### src/rtl/stripLinkPkg.sv
package stripLinkPkg;

  // Strobes from the transmit control to the transmit datapath.
  typedef struct packed {
    logic load;   // capture a new vector and send its low nibble
    logic shift;  // send the next held nibble
    logic idle;   // drive lanes to zero
  } txCtrlT;

  // Strobes from the receive control to the receive datapath.
  typedef struct packed {
    logic take;   // shift the sampled nibble into the accumulator
    logic emit;   // present the completed vector
    logic flush;  // drop any partial vector
  } rxCtrlT;

endpackage

### src/rtl/txCtrl.sv
module txCtrl
  import stripLinkPkg::*;
#(
  parameter int BEATS = 4
) (
  input  logic   clk,
  input  logic   rstN,
  input  logic   acqEn,
  output txCtrlT ctl,
  output logic   strobeOut
);
  localparam int BW = (BEATS > 1) ? $clog2(BEATS) : 1;
  localparam logic [BW-1:0] LAST = BW'(BEATS - 1);

  logic [BW-1:0] beat;

  always_comb begin
    ctl.idle  = !acqEn;
    ctl.load  = acqEn && (beat == '0);
    ctl.shift = acqEn && (beat != '0);
  end

  always_ff @(posedge clk or negedge rstN) begin
    if (!rstN) begin
      beat      <= '0;
      strobeOut <= 1'b0;
    end else if (!acqEn) begin
      beat      <= '0;
      strobeOut <= 1'b0;
    end else begin
      beat      <= (beat == LAST) ? '0 : beat + 1'b1;
      strobeOut <= 1'b1;
    end
  end
endmodule

### src/rtl/txPath.sv
module txPath
  import stripLinkPkg::*;
#(
  parameter int LANES = 4,
  parameter int BEATS = 4
) (
  input  logic                     clk,
  input  logic                     rstN,
  input  txCtrlT                   ctl,
  input  logic [LANES*BEATS-1:0]   word,
  output logic [LANES-1:0]         laneOut
);
  localparam int WORD_W = LANES * BEATS;

  logic [WORD_W-1:0] hold;

  always_ff @(posedge clk or negedge rstN) begin
    if (!rstN) begin
      hold    <= '0;
      laneOut <= '0;
    end else if (ctl.idle) begin
      hold    <= '0;
      laneOut <= '0;
    end else if (ctl.load) begin
      laneOut <= word[LANES-1:0];
      hold    <= word >> LANES;
    end else if (ctl.shift) begin
      laneOut <= hold[LANES-1:0];
      hold    <= hold >> LANES;
    end
  end
endmodule

### src/rtl/rxCtrl.sv
module rxCtrl
  import stripLinkPkg::*;
#(
  parameter int BEATS = 4
) (
  input  logic   clk,
  input  logic   rstN,
  input  logic   strobeIn,
  output rxCtrlT ctl
);
  localparam int BW = (BEATS > 1) ? $clog2(BEATS) : 1;
  localparam logic [BW-1:0] LAST = BW'(BEATS - 1);

  logic          prevStb;
  logic [BW-1:0] nextIdx;
  logic          rise;

  assign rise = strobeIn && !prevStb;

  always_comb begin
    ctl.take  = strobeIn;
    ctl.flush = !strobeIn;
    ctl.emit  = strobeIn && !rise && (nextIdx == LAST);
  end

  always_ff @(posedge clk or negedge rstN) begin
    if (!rstN) begin
      prevStb <= 1'b0;
      nextIdx <= '0;
    end else begin
      prevStb <= strobeIn;
      if (!strobeIn)               nextIdx <= '0;
      else if (rise)               nextIdx <= BW'(1);
      else if (nextIdx == LAST)    nextIdx <= '0;
      else                         nextIdx <= nextIdx + 1'b1;
    end
  end
endmodule

### src/rtl/rxPath.sv
module rxPath
  import stripLinkPkg::*;
#(
  parameter int LANES = 4,
  parameter int BEATS = 4
) (
  input  logic                     clk,
  input  logic                     rstN,
  input  rxCtrlT                   ctl,
  input  logic [LANES-1:0]         laneIn,
  output logic [LANES*BEATS-1:0]   wordOut,
  output logic                     validOut
);
  localparam int WORD_W = LANES * BEATS;

  logic [WORD_W-1:0] acc;
  logic [WORD_W-1:0] accNext;

  assign accNext = {laneIn, acc[WORD_W-1:LANES]};

  always_ff @(posedge clk or negedge rstN) begin
    if (!rstN) begin
      acc      <= '0;
      wordOut  <= '0;
      validOut <= 1'b0;
    end else begin
      validOut <= ctl.emit;
      if (ctl.flush)     acc <= '0;
      else if (ctl.take) acc <= accNext;
      if (ctl.emit)      wordOut <= accNext;
    end
  end
endmodule

### src/rtl/stripNibbleLink.sv
module stripNibbleLink
  import stripLinkPkg::*;
#(
  parameter int LANES = 4,
  parameter int BEATS = 4,
  localparam int WORD_W = LANES * BEATS
) (
  input  logic              clk,
  input  logic              rstN,
  input  logic              acqEn,
  input  logic [WORD_W-1:0] hitCols,
  output logic [LANES-1:0]  txLanes,
  output logic              txStrobe,
  input  logic [LANES-1:0]  rxLanes,
  input  logic              rxStrobe,
  output logic [WORD_W-1:0] rxWord,
  output logic              rxValid
);
  txCtrlT txCtl;
  rxCtrlT rxCtl;

  txCtrl #(.BEATS(BEATS)) txCtrl_i (
    .clk(clk), .rstN(rstN), .acqEn(acqEn), .ctl(txCtl), .strobeOut(txStrobe)
  );

  txPath #(.LANES(LANES), .BEATS(BEATS)) txPath_i (
    .clk(clk), .rstN(rstN), .ctl(txCtl), .word(hitCols), .laneOut(txLanes)
  );

  rxCtrl #(.BEATS(BEATS)) rxCtrl_i (
    .clk(clk), .rstN(rstN), .strobeIn(rxStrobe), .ctl(rxCtl)
  );

  rxPath #(.LANES(LANES), .BEATS(BEATS)) rxPath_i (
    .clk(clk), .rstN(rstN), .ctl(rxCtl), .laneIn(rxLanes),
    .wordOut(rxWord), .validOut(rxValid)
  );
endmodule

### config.mk
export PLATFORM = sky130hd
export DESIGN_NAME = stripNibbleLink
export DESIGN_NICKNAME = d
export VERILOG_FILES = /design/src/rtl/stripLinkPkg.sv /design/src/rtl/txCtrl.sv /design/src/rtl/txPath.sv /design/src/rtl/rxCtrl.sv /design/src/rtl/rxPath.sv /design/src/rtl/stripNibbleLink.sv
export SDC_FILE = /design/constraint.sdc
export NUM_CORES = 1
export LEC_CHECK = 0
export BUFFER_PORTS_ARGS = -buffer_cell sky130_fd_sc_hd__clkbuf_2
export CORE_MARGIN = 2
export CORE_UTILIZATION = 40
export CTS_CLUSTER_SIZE = 20
export DETAILED_ROUTE_END_ITERATION = 7
export GPL_ROUTABILITY_DRIVEN = 0
export PLACE_DENSITY_LB_ADDON = 0.2
export SLEW_MARGIN = 5
export SYNTH_ARGS = -nofsm -noshare
export SYNTH_HDL_FRONTEND = slang
export SYNTH_SLANG_ARGS = --single-unit
### constraint.sdc
create_clock -name clk -period 2.15 [get_ports clk]
set_input_delay 0.1075 -clock clk [delete_from_list [all_inputs] [get_ports clk]]
set_output_delay 0.1075 -clock clk [all_outputs]
set_load 0.01 [all_outputs]
# Yosys cells after proc, flatten, opt, wreduce, memory -nomap -nowiden
# Index checks and enable logic that the tools add are counted.
[op_classes]
muxes = 13
reduce_logical = 9
n_addsub = 2
n_eq_ne = 3
[op_table]
columns = ["operator", "count"]
rows = [
  ["16-bit two-way mux", 4],
  ["4-bit two-way mux", 3],
  ["2-bit two-way mux", 5],
  ["1-bit logical AND", 5],
  ["2-bit by 1-bit adder with 2-bit output (second input constant)", 2],
  ["2-bit equality test (second input constant)", 2],
  ["3-bit by 1-bit inequality test with 1-bit output (second input constant)", 1],
  ["1-bit zero test", 2],
  ["2-bit zero test", 1],
  ["2-bit nonzero test", 1],
  ["1-bit two-way mux", 1],
]
[word_totals]
elab_cells = 36
out_inout_bits = 22
inputBits = 24
ff_bits = 59

# Logic depth before layout (Yosys ltp)
[depth]
ltp_word = 5
ltp_mapped = 6
depth_no_buf = 4

# Cells and area by module
# A second synthesis with hierarchy kept.
[unflattened]
hier_cells = 167
area_unflattened_um2 = 2275.9
[modules_own_cells]
columns = ["module", "area_each_um2", "cells_each", "instances", "seq_area_each_um2"]
rows = [
  ["rxPath", 1154.9, 73, 1, 725.7],
  ["txPath", 854.6, 72, 1, 400.4],
  ["txCtrl", 142.6, 12, 1, 75.1],
  ["rxCtrl", 123.9, 10, 1, 75.1],
]

# Least setup slack after synthesis
# Ideal clock, no wire load.
[synth_timing]
kind = "reg2reg"
from = "reg rxCtrl_i.nextIdx[0]"
to = "reg rxPath_i.wordOut[10]"
t_required_ns = 2.025
arrival_time_ns = 1.185
setup_ns = 0.125
path_stages_with_launch = 5
synth_period_minus_slack_ns = 1.310
setup_slack_ns = 0.840
path_buffers = 1
path_cell_list = "dfrtp_1 > ha_1 > nand3_4 > buf_6 > mux2_4"
[synth_between]
elab_chain_len = 2
[synth_rtl]
columns = ["item", "line", "rtl"]
rows = [
  ["from (decl)", "rxCtrl.sv:15", "logic [BW-1:0] nextIdx;"],
  ["from (signal assigned)", "rxCtrl.sv:35", "else nextIdx <= nextIdx + 1'b1;"],
  ["2-bit equality test", "rxCtrl.sv:23", "ctl.emit = strobeIn && !rise && (nextIdx == LAST);"],
  ["1-bit logical AND", "rxCtrl.sv:23", ""],
  ["to (signal assigned)", "rxPath.sv:30", "if (ctl.emit) wordOut <= accNext;"],
  ["to (decl)", "rxPath.sv:11", "output logic [LANES*BEATS-1:0] wordOut,"],
]
# Every way passes these cells.
# A chain may end at the register's enable or synchronous reset.

# Worst setup path after layout
[layout_timing]
from = "reg txCtrl_i.beat[0]"
to = "reg txPath_i.hold[1]"
[layout_between]
elab_chain_len = 4
word_cells_on_any_way = 7
cone_classes = "1 x eq/ne; 2 x mux; 4 x reduce/logical"
[layout_rtl]
columns = ["item", "line", "rtl"]
rows = [
  ["from (decl)", "txCtrl.sv:15", "logic [BW-1:0] beat;"],
  ["from (signal assigned)", "txCtrl.sv:31", "beat <= (beat == LAST) ? '0 : beat + 1'b1;"],
  ["2-bit zero test", "txCtrl.sv:19", "ctl.load = acqEn && (beat == '0);"],
  ["1-bit logical AND", "txCtrl.sv:19", ""],
  ["16-bit two-way mux", "txPath.sv:24", "end else if (ctl.load) begin"],
  ["16-bit two-way mux", "txPath.sv:21", "end else if (ctl.idle) begin"],
  ["to (signal assigned)", "txPath.sv:26", "hold <= word >> LANES;"],
  ["to (signal assigned)", "txPath.sv:29", "hold <= hold >> LANES;"],
  ["to (decl)", "txPath.sv:15", "logic [WORD_W-1:0] hold;"],
]
# Parallel ways exist; a longest one is shown, timed or not.

==> summary.log <==
INFO  status         run_status=finished, final reports clean
INFO  flow_run       timing.max_cap.violations=0
INFO  cts            path_clk_slew=0.08ns
INFO  cells_and_area finalCoreUtilization=48.83%
INFO  floorplanning  die_height=72.93um
INFO  critical_path  worst-r2r-setup-slack=0.64ns
INFO  yosys          ys_top_cells_by_area=sky130_fd_sc_hd__dfrtp_1, sky130_fd_sc_hd__mux2_4, sky130_fd_sc_hd__mux2i_1
INFO  cts            clock-sinks=51
INFO  drt            postRouteAntennaNets=0
INFO  critical_path  cp-end-kind=flop
INFO  critical_path  setup.worst_path.start_class=flop
INFO  yosys          postSynthNetCount=149
INFO  sta            period_needed=1.508ns
INFO  drt            firstDrtPassIters=4
INFO  critical_path  timing.critical_path.fanout_max=13
INFO  floorplanning  std_cell_rows=25
INFO  critical_path  timing.critical_path.slowest_stage_cell=sky130_fd_sc_hd__ha_1
INFO  critical_path  worstPathArrival=1.70ns
INFO  cells_and_area flow.area_growth_from_synthesis=19.75%
INFO  cts            cts_tree=built
INFO  sta            setup_repair_after_global_routing_missed_its_margin=no
INFO  drt            routed_wirelength=2967um
INFO  critical_path  reg2regPathDepth=4
INFO  global_routing grt_pass1_wl=5057um
INFO  floorplanning  die_area=5319squm
INFO  cells_and_area final_common_cell=sky130_fd_sc_hd__dfrtp_1
INFO  hold_path      hold_end=rxPath_i.acc[15]
INFO  yosys          post-synth-top-area-fraction=67.15%
INFO  power          max_ir_drop_vdd=0.0003613V
INFO  yosys          synth_top_area_cell=sky130_fd_sc_hd__dfrtp_1
INFO  power          ratio_of_total_power_to_cell_area=789.2nW/um^2
INFO  yosys          yosysSeqAreaShare=67.15%
INFO  hold_path      hold_path_class=in -> reg
INFO  yosys          yosys.cell_types.count=15
INFO  global_routing grt_pass1_vias=1109
INFO  cts            cts-htree-levels=2
INFO  yosys          syn_area=1901squm
INFO  sta            timing_hold_violations_final=0
INFO  placement      io_buffers=45
INFO  sta            final.setup_skew=0.005593ns
INFO  drt            routed-via-count=1053
INFO  critical_path  reg2reg_to=txPath_i.hold[1]
INFO  critical_path  cp_cell_sequence=inv_1 > ha_1 > mux2i_1 > nor2b_1
INFO  sta            achievable-frequency=0.6630GHz
INFO  cells_and_area nNetsFinal=200
INFO  global_routing largest_net_degree_at_the_start_of_global_routing=26
INFO  cells_and_area antenna_diode_instance_count=0
INFO  yosys          synth.ff_latch_count=51
INFO  sta            timing.final.setup_violations=0
INFO  critical_path  max_stage_delay=0.62ns
INFO  sta            period_share=70.16%
INFO  floorplanning  floorplan.die.width=72.93um
INFO  hold_path      startpoint_of_the_lowest_slack_hold_path=rxLanes[3]
INFO  power          totalPowerFinal=1.796mW
INFO  cts            post-cts-setup-buffer-count=0
INFO  sta            setup_total_negative_slack=0ns
INFO  cts            worstSkewPairLatency=0.29ns
INFO  global_routing number_of_antenna_violations_at_the_first_check_in_global_routing=0
INFO  yosys          post_synth.cell_area_avg=15.45squm
INFO  sta            timing_max_transition_violations_final=0
INFO  cts            postCtsResizedCells=0
INFO  drt            wl_per_cell=12.96um
INFO  yosys          synthCells=123
INFO  cells_and_area proportion_of_layout_cells_with_a_drive_suffix_above_1=40.57%
INFO  cells_and_area layout_common_cells=sky130_fd_sc_hd__dfrtp_1, sky130_fd_sc_hd__clkbuf_2, sky130_fd_sc_hd__and2_1
INFO  global_routing grt.overflow.total=0
INFO  drt            vias_per_cell=4.598
INFO  cells_and_area multi_input_logic_area=581.8squm
INFO  cts            cts.root.buffer_cell=sky130_fd_sc_hd__clkbuf_8
INFO  placement      dpl.hpwl=2035um
INFO  global_routing grtUsageTotal=12.83%
INFO  critical_path  reg2reg_launch_point=txCtrl_i.beat[0]
INFO  cells_and_area layout.area.seq=1276squm
INFO  cells_and_area filler_cell_count=410
INFO  hold_path      whs_path_depth=2
INFO  floorplanning  core_area=4661squm
INFO  power          total_leakage_power=1.260nW
INFO  cts            clock_buffers_created_by_tritoncts=5
INFO  critical_path  criticalPathCategory=reg -> reg
INFO  yosys          synth-warning-count=0
INFO  cts            cts_hold_repair.buffers=1
INFO  sta            worstMarginPinSlew=0.7203ns
INFO  drt            detail_route.iter0.violations=80
INFO  floorplanning  ioPinCount=46
INFO  critical_path  critical_path_required=2.34ns
INFO  sta            maxSlewHeadroom=51.98%
INFO  drt            drc=0
INFO  floorplanning  starting_density_of_the_core=40.78%
INFO  cts            clockBufferDepth=2
area by class of cell:
| class | instances | share of cell area [%] |
|---|---|---|
| clock buffers | 7 | 3.353 |
| clock inverters | 1 | 0.2199 |
| inverters | 3 | 0.4948 |
| repair buffers | 49 | 11.32 |
| well taps | 54 | 2.969 |
| flip-flops and latches | 51 | 56.07 |
| multi-input cells | 64 | 25.56 |
report_power, final:
part | leakage [nW] | internal (mW) | switching, mW
Sequential | 0.679 | 1.03 | 0.0287
Clock | 0.0422 | 0.229 | 0.285
Combinational | 0.539 | 0.121 | 0.107
Total | 1.26 | 1.38 | 0.420
cell usage after synthesis:
cell                       instances
sky130_fd_sc_hd__and2_1           14
sky130_fd_sc_hd__and3_1            5
sky130_fd_sc_hd__buf_2             1
sky130_fd_sc_hd__buf_4             1
sky130_fd_sc_hd__buf_6             1
sky130_fd_sc_hd__clkbuf_1          2
sky130_fd_sc_hd__dfrtp_1          51
sky130_fd_sc_hd__ha_1              2
sky130_fd_sc_hd__inv_1             3
sky130_fd_sc_hd__mux2_2            7
sky130_fd_sc_hd__mux2_4            9
sky130_fd_sc_hd__mux2i_1          12
sky130_fd_sc_hd__nand3_4           1
sky130_fd_sc_hd__nor2b_1          13
sky130_fd_sc_hd__o21ai_0           1
worst max-delay path by stage:
| stage | from | endpoint | slack [ns] |
|---|---|---|---|
| 5_1_grt | txCtrl_i.beat[0] | txPath_i.hold[5] | 0.55 |
| 3_5_place_dp | txCtrl_i.beat[0] | txPath_i.hold[1] | 0.66 |
| 2_1_floorplan | rxCtrl_i.nextIdx[0] | rxPath_i.wordOut[10] | 0.84 |
| 4_1_cts | txCtrl_i.beat[0] | txPath_i.hold[1] | 0.64 |
| 3_3_place_gp | txCtrl_i.beat[0] | txPath_i.hold[0] | 0.70 |
| 6_report | txCtrl_i.beat[0] | txPath_i.hold[1] | 0.64 |
worst max-delay path: cells and delay by family (launching register included):
family | cells | cell delay, ns
flops | 1 | 0.38
mux | 1 | 0.29
fa+ha+maj | 1 | 0.62
simple gates | 1 | 0.06
buf+inv | 1 | 0.06
per-stage QoR:
stage	setup WS (ns)	hold WS, ns	instance area [sq um]	instances
2_1_floorplan	0.8400	-0.1881	1901	123
3_5_place_dp	0.6559	0.1458	2185	220
6_report	0.6416	0.03469	2276	229
4_1_cts	0.6425	0.02516	2276	229
3_3_place_gp	0.6960	0.1317	2185	220
5_1_grt	0.5482	0.02151	2276	229
state kept, by name, indices dropped and copies added (netlist names):
| signal | count |
|---|---|
| rxPath_i.wordOut | 16 |
| txCtrl_i.beat | 2 |
| rxCtrl_i.nextIdx | 2 |
| rxPath_i.acc | 12 |
| rxPath_i.validOut | 1 |
| rxCtrl_i.prevStb | 1 |
| txCtrl_i.strobeOut | 1 |
| txPath_i.laneOut | 4 |
| txPath_i.hold | 12 |
metal layers:
layer	GRT usage [%]	up-vias	routed length, um
met5	0	-	0
met4	6.173	0	59
met3	4.972	6	151
met2	19.39	26	1447
met1	16.18	515	1307
li1	-	506	-
kinds of logic after synthesis:
logic type	share of synthesized area (%)
DFF	67.15
adders and majority gates	1.316
buffers and inverters	2.238
and+or+nand+nor	11.45
muxes	17.58
AOI/OAI and AO/OA	0.2631
No activity file was read; power rests on OpenSTA's default activity.
